`src/rtl/rmii_rx_pkg.sv`:
```
// Shared widths and the queued-nibble record for the RMII receive output stage.
package rmii_rx_pkg;

    localparam int NIB_W   = 4;
    localparam int DIBIT_W = 2;

    // One decoded nibble plus its decode error flag.
    typedef struct packed {
        logic             err;
        logic [NIB_W-1:0] data;
    } rx_nib_t;

endpackage

```
`src/rtl/rmii_rx_nibfifo.sv`:
```
// Elastic nibble queue between the line decoder and the dibit serializer.
// Assumes: a push when full is dropped; a pop when empty is ignored;
// read data is the head entry, visible combinationally.
module rmii_rx_nibfifo
    import rmii_rx_pkg::*;
#(
    parameter int DEPTH = 8
) (
    input  logic                          clk,
    input  logic                          rst_n,
    input  logic                          wr_en_i,
    input  rx_nib_t                       wr_nib_i,
    input  logic                          rd_en_i,
    output rx_nib_t                       rd_nib_o,
    output logic                          empty_o,
    output logic [$clog2(DEPTH+1)-1:0]    level_o
);

    localparam int AW = (DEPTH > 1) ? $clog2(DEPTH) : 1;
    localparam int LW = $clog2(DEPTH + 1);
    localparam logic [AW-1:0] PTR_LAST = AW'(DEPTH - 1);
    localparam logic [LW-1:0] LVL_FULL = LW'(DEPTH);

    rx_nib_t       mem [DEPTH];
    logic [AW-1:0] wr_ptr_q, rd_ptr_q;
    logic [LW-1:0] cnt_q;
    logic          wr_ok, rd_ok;

    // Qualify requests against the fill state.
    always_comb begin
        wr_ok = wr_en_i && (cnt_q != LVL_FULL);
        rd_ok = rd_en_i && (cnt_q != '0);
    end

    // Storage write; contents need no reset.
    always_ff @(posedge clk) begin
        if (wr_ok) begin
            mem[wr_ptr_q] <= wr_nib_i;
        end
    end

    // Pointer and occupancy bookkeeping.
    always_ff @(posedge clk) begin
        if (!rst_n) begin
            wr_ptr_q <= '0;
            rd_ptr_q <= '0;
            cnt_q    <= '0;
        end else begin
            if (wr_ok) begin
                wr_ptr_q <= (wr_ptr_q == PTR_LAST) ? '0 : wr_ptr_q + 1'b1;
            end
            if (rd_ok) begin
                rd_ptr_q <= (rd_ptr_q == PTR_LAST) ? '0 : rd_ptr_q + 1'b1;
            end
            case ({wr_ok, rd_ok})
                2'b10:   cnt_q <= cnt_q + 1'b1;
                2'b01:   cnt_q <= cnt_q - 1'b1;
                default: cnt_q <= cnt_q;
            endcase
        end
    end

    // Head entry and status.
    always_comb begin
        rd_nib_o = mem[rd_ptr_q];
        empty_o  = (cnt_q == '0);
        level_o  = cnt_q;
    end

endmodule

```
`src/rtl/rmii_rx_slottmr.sv`:
```
// Dibit slot timer. Marks the last clock of each dibit slot while an event runs.
// Assumes: run_i rises at the edge that starts the first slot, so the counter
// starts from zero; at 100 Mb/s every clock ends a slot.
module rmii_rx_slottmr #(
    parameter int SLOW_DIV = 10
) (
    input  logic clk,
    input  logic rst_n,
    input  logic run_i,
    input  logic slow_i,
    output logic slot_last_o
);

    localparam int CW = (SLOW_DIV > 1) ? $clog2(SLOW_DIV) : 1;
    localparam logic [CW-1:0] CNT_LAST = CW'(SLOW_DIV - 1);

    logic [CW-1:0] cnt_q;

    // Slot end: each clock when fast, terminal count when slow.
    always_comb begin
        slot_last_o = run_i && (!slow_i || (cnt_q == CNT_LAST));
    end

    // Clocks-into-slot counter, cleared while idle and at each slot end.
    always_ff @(posedge clk) begin
        if (!rst_n) begin
            cnt_q <= '0;
        end else if (!run_i || slot_last_o) begin
            cnt_q <= '0;
        end else begin
            cnt_q <= cnt_q + 1'b1;
        end
    end

endmodule

```
`src/rtl/rmii_rx_crsenc.sv`:
```
// Dibit serializer and combined carrier/data-valid encoder.
// Assumes: the queue holds only nibbles pushed under carrier; the speed input
// is captured only while idle; slot_last_i comes from the slot timer running
// off active_o.
module rmii_rx_crsenc
    import rmii_rx_pkg::*;
#(
    parameter bit EN_RXER = 1'b1
) (
    input  logic               clk,
    input  logic               rst_n,
    input  logic               car_i,
    input  logic               spd_i,
    input  logic               slot_last_i,
    input  logic               fifo_empty_i,
    input  rx_nib_t            fifo_nib_i,
    output logic               fifo_pop_o,
    output logic               active_o,
    output logic               phase_hi_o,
    output logic               spd_q_o,
    output logic [DIBIT_W-1:0] rxd_o,
    output logic               crs_dv_o,
    output logic               rx_er_o
);

    logic               active_q;
    logic               phase_hi_q;
    logic               spd_q;
    logic [DIBIT_W-1:0] rxd_q;
    logic [DIBIT_W-1:0] hi_dibit_q;
    logic               crs_q;
    logic               er_q;
    logic               hi_er_q;

    // Pop the head nibble at a first-slot boundary when one is queued.
    always_comb begin
        fifo_pop_o = active_q && slot_last_i && !phase_hi_q && !fifo_empty_i;
    end

    // Event state machine: idle entry, slot sequencing, CRS_DV encoding.
    always_ff @(posedge clk) begin
        if (!rst_n) begin
            active_q   <= 1'b0;
            phase_hi_q <= 1'b0;
            spd_q      <= 1'b0;
            rxd_q      <= '0;
            hi_dibit_q <= '0;
            crs_q      <= 1'b0;
            er_q       <= 1'b0;
            hi_er_q    <= 1'b0;
        end else if (!active_q) begin
            spd_q      <= spd_i;
            phase_hi_q <= 1'b0;
            rxd_q      <= '0;
            er_q       <= 1'b0;
            crs_q      <= car_i;
            active_q   <= car_i;
        end else if (slot_last_i) begin
            if (phase_hi_q) begin
                rxd_q      <= hi_dibit_q;
                er_q       <= hi_er_q;
                phase_hi_q <= 1'b0;
                crs_q      <= 1'b1;
            end else if (!fifo_empty_i) begin
                rxd_q      <= fifo_nib_i.data[DIBIT_W-1:0];
                hi_dibit_q <= fifo_nib_i.data[NIB_W-1:DIBIT_W];
                er_q       <= fifo_nib_i.err;
                hi_er_q    <= fifo_nib_i.err;
                phase_hi_q <= 1'b1;
                crs_q      <= car_i;
            end else begin
                rxd_q    <= '0;
                er_q     <= 1'b0;
                crs_q    <= car_i;
                active_q <= car_i;
            end
        end else if (car_i) begin
            crs_q <= 1'b1;
        end
    end

    // Output mapping; the error pin is removed when the parameter is clear.
    always_comb begin
        active_o   = active_q;
        phase_hi_o = phase_hi_q;
        spd_q_o    = spd_q;
        rxd_o      = rxd_q;
        crs_dv_o   = crs_q;
        rx_er_o    = EN_RXER ? er_q : 1'b0;
    end

endmodule

```
`src/rtl/rmii_rx_dibit_tx.sv`:
```
// Top of the RMII receive output stage: nibble queue, slot timer, encoder.
// Assumes: one 50 MHz clock for everything; nibbles arrive only while carrier
// is up (others are discarded); the speed input is static within an event.
module rmii_rx_dibit_tx
    import rmii_rx_pkg::*;
#(
    parameter int FIFO_DEPTH = 8,
    parameter int SLOW_DIV   = 10,
    parameter bit EN_RXER    = 1'b1
) (
    input  logic               clk,
    input  logic               rst_n,
    input  logic               spd10_i,
    input  logic               car_i,
    input  logic               nib_vld_i,
    input  logic [NIB_W-1:0]   nib_i,
    input  logic               nib_err_i,
    output logic [DIBIT_W-1:0] rxd_o,
    output logic               crs_dv_o,
    output logic               rx_er_o
);

    localparam int LVL_W = $clog2(FIFO_DEPTH + 1);

    rx_nib_t            wr_nib;
    rx_nib_t            head_nib;
    logic               push;
    logic               pop;
    logic               fifo_empty;
    logic [LVL_W-1:0]   fifo_lvl;
    logic               active;
    logic               phase_hi;
    logic               spd_q;
    logic               slot_last;

    // Accept decoded nibbles only under carrier.
    always_comb begin
        push        = nib_vld_i && car_i;
        wr_nib.err  = nib_err_i;
        wr_nib.data = nib_i;
    end

    rmii_rx_nibfifo #(
        .DEPTH (FIFO_DEPTH)
    ) u_fifo (
        .clk      (clk),
        .rst_n    (rst_n),
        .wr_en_i  (push),
        .wr_nib_i (wr_nib),
        .rd_en_i  (pop),
        .rd_nib_o (head_nib),
        .empty_o  (fifo_empty),
        .level_o  (fifo_lvl)
    );

    rmii_rx_slottmr #(
        .SLOW_DIV (SLOW_DIV)
    ) u_tmr (
        .clk         (clk),
        .rst_n       (rst_n),
        .run_i       (active),
        .slow_i      (spd_q),
        .slot_last_o (slot_last)
    );

    rmii_rx_crsenc #(
        .EN_RXER (EN_RXER)
    ) u_enc (
        .clk          (clk),
        .rst_n        (rst_n),
        .car_i        (car_i),
        .spd_i        (spd10_i),
        .slot_last_i  (slot_last),
        .fifo_empty_i (fifo_empty),
        .fifo_nib_i   (head_nib),
        .fifo_pop_o   (pop),
        .active_o     (active),
        .phase_hi_o   (phase_hi),
        .spd_q_o      (spd_q),
        .rxd_o        (rxd_o),
        .crs_dv_o     (crs_dv_o),
        .rx_er_o      (rx_er_o)
    );

endmodule

```
`config.mk`:
```
export PLATFORM = sky130hd
export DESIGN_NAME = rmii_rx_dibit_tx
export DESIGN_NICKNAME = d
export VERILOG_FILES = /design/src/rtl/rmii_rx_pkg.sv /design/src/rtl/rmii_rx_nibfifo.sv /design/src/rtl/rmii_rx_slottmr.sv /design/src/rtl/rmii_rx_crsenc.sv /design/src/rtl/rmii_rx_dibit_tx.sv
export SDC_FILE = /design/constraint.sdc
export NUM_CORES = 1
export LEC_CHECK = 0
export ABC_AREA = 1
export CORE_UTILIZATION = 56
export CTS_CLUSTER_DIAMETER = 30
export DETAILED_ROUTE_END_ITERATION = 10
export GPL_TIMING_DRIVEN = 0
export PLACE_DENSITY = 0.81
export SLEW_MARGIN = 20
export SYNTH_ARGS = -nofsm -noshare
export SYNTH_HDL_FRONTEND = slang
export SYNTH_SLANG_ARGS = --single-unit
```
`constraint.sdc`:
```
create_clock -name clk -period 3.44 [get_ports clk]
set_input_delay 0.344 -clock clk [delete_from_list [all_inputs] [get_ports clk]]
set_output_delay 0.344 -clock clk [all_outputs]
set_load 0.03 [all_outputs]
```
# Word-level counts from Yosys, hierarchy flattened
# Memory sizes are Yosys's and may differ from the RTL's. A register that Yosys moved wholly into a read port is not among the register bits.
# Index checks and enable logic that the tools add are counted.
# word_totals
ff_bits	24
mem_bits_rw	40
input_bits	10
output_inout_bits	4
wordCells	68
memories	1
# classes
n_addsub	5
eq_ne	7
muxes	21
n_bitwise	3
reduce_logical	19
# memory_table
memory	depth	width	rd	rd_clocked_by_memory_dff	write_ports	line	source
u_fifo.mem	8	5	1	1	1	rmii_rx_nibfifo.sv:24	rx_nib_t mem [DEPTH];
# op_table
op	count
$mux W1	14
$mux W3	4
$add A4 B1 Y4 const B	2
$pmux W4 S2	1
$logic_and A1 B1 Y1	7
$add A3 B1 Y3 const B	2
$eq A3 B3 Y1 const B	2
$eq A4 B4 Y1 const B	1
$logic_not A1 Y1	4
$logic_not A4 Y1	1
$mux W2	2
$ne A4 B4 Y1 const B	1
$reduce_and A4 Y1	1
$reduce_bool A4 Y1	1
$sub A4 B1 Y4 const B	1
$ne A3 B2 Y1 const B	1
$not A1 Y1	3
$eq A2 B1 Y1 const B	1
$eq A2 B2 Y1 const B	1
$logic_or A1 B1 Y1	2
$reduce_and A2 Y1	1
$reduce_bool A2 Y1	1
$reduce_or A2 Y1	1

# Longest topological paths before layout
# depth
ltp_word	9
depth_mapped	16
mapped_depth_nobuf	16

# Cells and area by module
# Synthesis repeated with hierarchy kept, for this count alone.
# unflattened
cells_unflattened	291
hier_area_um2	2897.8
# modules_own_cells
module	n_inst	cells_per_inst	area_per_inst_um2	seq_area_each_um2
rmii_rx_nibfifo	1	204	2243.4	1461.4
rmii_rx_crsenc	1	62	442.9	200.2
rmii_rx_slottmr	1	23	203.9	80.1
rmii_rx_dibit_tx	1	2	7.5	0.0

# Worst setup path before layout
# OpenSTA, ideal clock, no wires.
# synth_path
path_kind	register -> register
from	register u_tmr.cnt_q[0]
to	register u_fifo.cnt_q[2], in the netlist u_fifo.level_o[2]
setup_time_ns	0.115
t_arrival_ns	1.853
required_time_ns	3.325
setup_slack_ns	1.472
stages_incl_launch_ff	15
path_buffers	0
synth_period_minus_slack_ns	1.968
path_cell_list	dfxtp_1 ha_1 nand3b_1 nand2_2 nand2_4 nor2_8 ha_1 nand2_1 inv_1 nor2_1 ha_1 a21oi_1 xnor2_1 o21ai_0 inv_1
# synth_between
elab_chain_cells	9
word_cells_on_any_way	11
cone_classes	3 x eq/ne; 1 x mux; 7 x reduce/logical
# synth_lines
item	line	source
start: declaration	rmii_rx_slottmr.sv:17	logic [CW-1:0] cnt_q;
start signal: assignment	rmii_rx_slottmr.sv:31	cnt_q <= cnt_q + 1'b1;
$eq A4 B4 Y1 *	rmii_rx_slottmr.sv:21	slot_last_o = run_i && (!slow_i || (cnt_q == CNT_LAST));
$logic_or A1 B1 Y1 *	rmii_rx_slottmr.sv:21	
$logic_and A1 B1 Y1 *	rmii_rx_slottmr.sv:21	
$logic_and A1 B1 Y1 * (3 in a row)	rmii_rx_crsenc.sv:37	fifo_pop_o = active_q && slot_last_i && !phase_hi_q && !fifo_empty_i;
$logic_and A1 B1 Y1 *	rmii_rx_nibfifo.sv:32	rd_ok = rd_en_i && (cnt_q != '0);
$eq A2 B1 Y1 or $eq A2 B2 Y1 (tied branches)	rmii_rx_nibfifo.sv:55	case ({wr_ok, rd_ok})
$pmux W4 S2 or $reduce_bool A2 Y1 (tied branches)	-	
end signal: assignment	rmii_rx_nibfifo.sv:56	2'b10: cnt_q <= cnt_q + 1'b1;
end signal: assignment	rmii_rx_nibfifo.sv:57	2'b01: cnt_q <= cnt_q - 1'b1;
end signal: assignment	rmii_rx_nibfifo.sv:58	default: cnt_q <= cnt_q;
end: declaration	rmii_rx_nibfifo.sv:26	logic [LW-1:0] cnt_q;
# Mark *: on every way between the ends. The rest lies on a longest branch, timed or not.
# A chain may end at the register's enable or synchronous reset.

# Worst setup path in the final report
# Same ends and word-level chain as after synthesis.

==> flow_summary.yaml <==
run_status:
  outcome: "finished, final reports clean"
clock_tree:
  cts_made_buffers: 9
  post_cts_resized: 0
  htreeDepth: 3
  root_buffer: "clkbuf_8"
  cts_tree: "done"
  cts_hold_buf: 0
  clkTransAtPathRegs_ns: 0.07
  clock_latency_ns: 0.34
  post_cts_buffers: 0
  clock-sinks: 67
  clockBufferDepth: 2
global_routing:
  grt_max_degree: 12
  grt_pass1_vias: 1828
  grt_usage: 0.230
  grt_pass1_wl_um: 8620
  antenna_found_initial: 0
  grt_overflow_total: 0
logic_synthesis:
  synthMuxAreaShare: 0
  synth_fa_ha_area_frac: 0.0402
  yosys.cell_types.count: 27
  synth_seq_area_share: 0.622
  yosys_warnings: 0
  synth_xor_area_frac: 0.00939
  syn_area_um2: 2800
  syn-num-nets: 299
  synth-simple-area-share: 0.187
  synth.avg_cell_area_um2: 10.0
  synth.ff_latch_count: 67
  synth-compound-area-share: 0.0970
  syn_inst: 280
  synth_top_family_by_area: "simple AND/OR/NAND/NOR gates"
sta:
  max_freq_ghz: 0.450
  finalHoldViolCount: 0
  finalCriticalPeriod_ns: 2.22
  skew_ns: 0.00752
  tightestPinTransition_ns: 0.588
  finalSetupTns_ns: 0
  setup_viol: 0
  fin_crit_sh: 0.646
  rsz0062_at_grt: "false"
  maxSlewViolCount: 0
  slew_headroom: 0.606
placed_design:
  place_area_um2: 3010
  hpwl_um: 3690
  port_buffers: 13
  gp_congestion: 0.843
die:
  ioPinCount: 14
  fp.dieW_um: 72.7
  core_um2: 4750
  rows: 25
  fp.dieH_um: 72.7
  die_area_um2: 5280
  start_util: 0.589
worst_setup_path:
  path_cells: "ha_1, nand3b_1, nand2_2, nand2_4, nor2_8, ha_1, nand2_1, inv_1, nor2_1, ha_1, a21oi_1, xnor2_1, o21ai_0, inv_1"
  worst_path_most_repeated_cell: "ha_1"
  cp-end-kind: "flip-flop"
  cp-start-kind: "flip-flop"
  crit_fanout: 10
  critPathSlowestCell: "dfxtp_1"
  cp_data_required_time_ns: 3.67
  arrival_ns: 2.46
  worstSetupPathType: "reg -> reg"
  max_stage_delay_ns: 0.38
cells_and_area:
  n_fill_cell: 366
  multiInputGateArea_um2: 933
  syn_to_final_growth_pct: 13.7
  antenna_cells: 0
  drive_above_1_share: 0.0906
  fin_area_um2: 3180
  most-common-layout-cells: "nor2_1, edfxtp_1, nand2_1"
  final-seq-area_um2: 1740
  final_common_cell: "nor2_1"
  nets: 323
power:
  p_leak_nw: 1.23
  p_clk_frac: 0.239
  cellInternalPower_mw: 1.50
  peakVddDrop_v: 0.000452
  p_sw_frac: 0.369
  p_switching_uw: 877
  power.density_nw_per_um2: 747
  power.share.sequential: 0.438
  p_comb_frac: 0.323
route:
  routedWlPerCell_um: 14.4
  ant_nets: 0
  drtIter0Drc: 262
  vias: 1986
  dr.pass1.iters: 4
  drc: 0
  drt-total-wl_um: 5400
  vias_per_cell: 5.28
run:
  max_cap_violations: 0
hold_path:
  hp-class: "reg -> reg"
## routing by layer
| layer | vias up | global-route usage | share of wire |
|---|---|---|---|
| li1 | 1006 | - | - |
| met1 | 901 | 0.299 | 0.43 |
| met2 | 61 | 0.352 | 0.48 |
| met3 | 18 | 0.0622 | 0.065 |
| met4 | 0 | 0.124 | 0.029 |
| met5 | - | 0 | 0 |
## per-stage QoR
stage                     hold slack, ns  instances   util  power [mW]  worst slack (ns)
after global placement             0.448        360  0.634        1.78              1.15
after floorplan                    0.433        280      -        1.61              1.47
after CTS                          0.475        376  0.669        2.37              1.21
after detailed placement           0.458        360  0.634        1.82              1.09
final                              0.468        376  0.669        2.38              1.22
after global routing               0.490        376  0.669        2.53             0.917
## synthesized netlist by cell type
library cell,instances,share of area
o21ai_1,6,0.011
nand3_2,1,0.0036
nand3_1,19,0.034
xnor2_1,2,0.0063
a21oi_1,12,0.021
nand4_1,3,0.0067
a21oi_2,2,0.0063
a22oi_1,1,0.0027
inv_1,21,0.028
buf_2,3,0.0054
nand3b_1,1,0.0027
dfxtp_1,27,0.19
o22ai_1,1,0.0022
buf_4,1,0.0027
nand2_4,1,0.0040
nand2_1,32,0.043
buf_1,1,0.0013
edfxtp_1,40,0.43
nor2_8,1,0.0072
inv_2,2,0.0027
o21ai_0,30,0.054
and3_1,1,0.0022
buf_6,1,0.0040
xor2_1,1,0.0031
ha_1,9,0.040
nor2_1,59,0.079
nand2_2,2,0.0045
## state kept, by name, summed over array words and instances (netlist names), named ones only
| name | flops |
|---|---|
| u_fifo.level_o | 4 |
| u_enc.rx_er_o | 1 |
| u_enc.hi_dibit_q | 2 |
| u_tmr.cnt_q | 4 |
| u_fifo.mem | 40 |
| u_enc.rxd_o | 2 |
| u_fifo.rd_ptr_q | 3 |
| u_fifo.wr_ptr_q | 3 |
| u_enc.phase_hi_o | 1 |
| u_enc.active_o | 1 |
| u_enc.spd_q_o | 1 |
| u_enc.hi_er_q | 1 |
| u_enc.crs_dv_o | 1 |
## worst max-delay path, delay by kind of cell, from the launching register on
kind            cells  cell delay (ns)
flops               1             0.38
fa+ha+maj           3             0.57
compound gates      2             0.30
buf+inv             2             0.11
simple gates        6             0.66
xor+xnor            1             0.09
## area by class of cell
| cell class | instances | share of cell area |
|---|---|---|
| buffer | 6 | 0.0118 |
| timing repair buffer | 13 | 0.0409 |
| inverter | 23 | 0.0271 |
| clock buffer | 11 | 0.0444 |
| sequential | 67 | 0.547 |
| tap | 67 | 0.0263 |
| clock inverter | 5 | 0.00904 |
| multi-input combinational | 184 | 0.293 |
## power by group through the flow
stage | registers [mW] | clock network (mW) | logic (mW)
after detailed placement | 1.06 | 0 | 0.761
final | 1.04 | 0.567 | 0.767
after global placement | 1.05 | 0 | 0.729
after global routing | 1.05 | 0.604 | 0.876
after floorplan | 1.05 | 0 | 0.554
after CTS | 1.04 | 0.567 | 0.764
## logic make-up (layout without fill, tap and decap cells)
logic type / after synthesis / count (layout)
AO/OA/AOI/OAI: 52 / 52
XOR/XNOR: 3 / 3
adder cells (fa/ha/maj): 9 / 9
buffers and inverters: 29 / 58
flip-flops: 67 / 67
AND/OR/NAND/NOR: 120 / 120
## worst paths after layout
path	from	cells past startpoint	endpoint	slack, ns
worst max-delay path	u_tmr.cnt_q[0]	14	u_fifo.level_o[2]	1.22
worst min-delay path	u_tmr.cnt_q[0]	1	u_tmr.cnt_q[0]	0.47
worst max register to register	u_tmr.cnt_q[0]	14	u_fifo.level_o[2]	1.22
worst min register to register	u_tmr.cnt_q[0]	1	u_tmr.cnt_q[0]	0.47
Power figures use the tool's default switching activity.
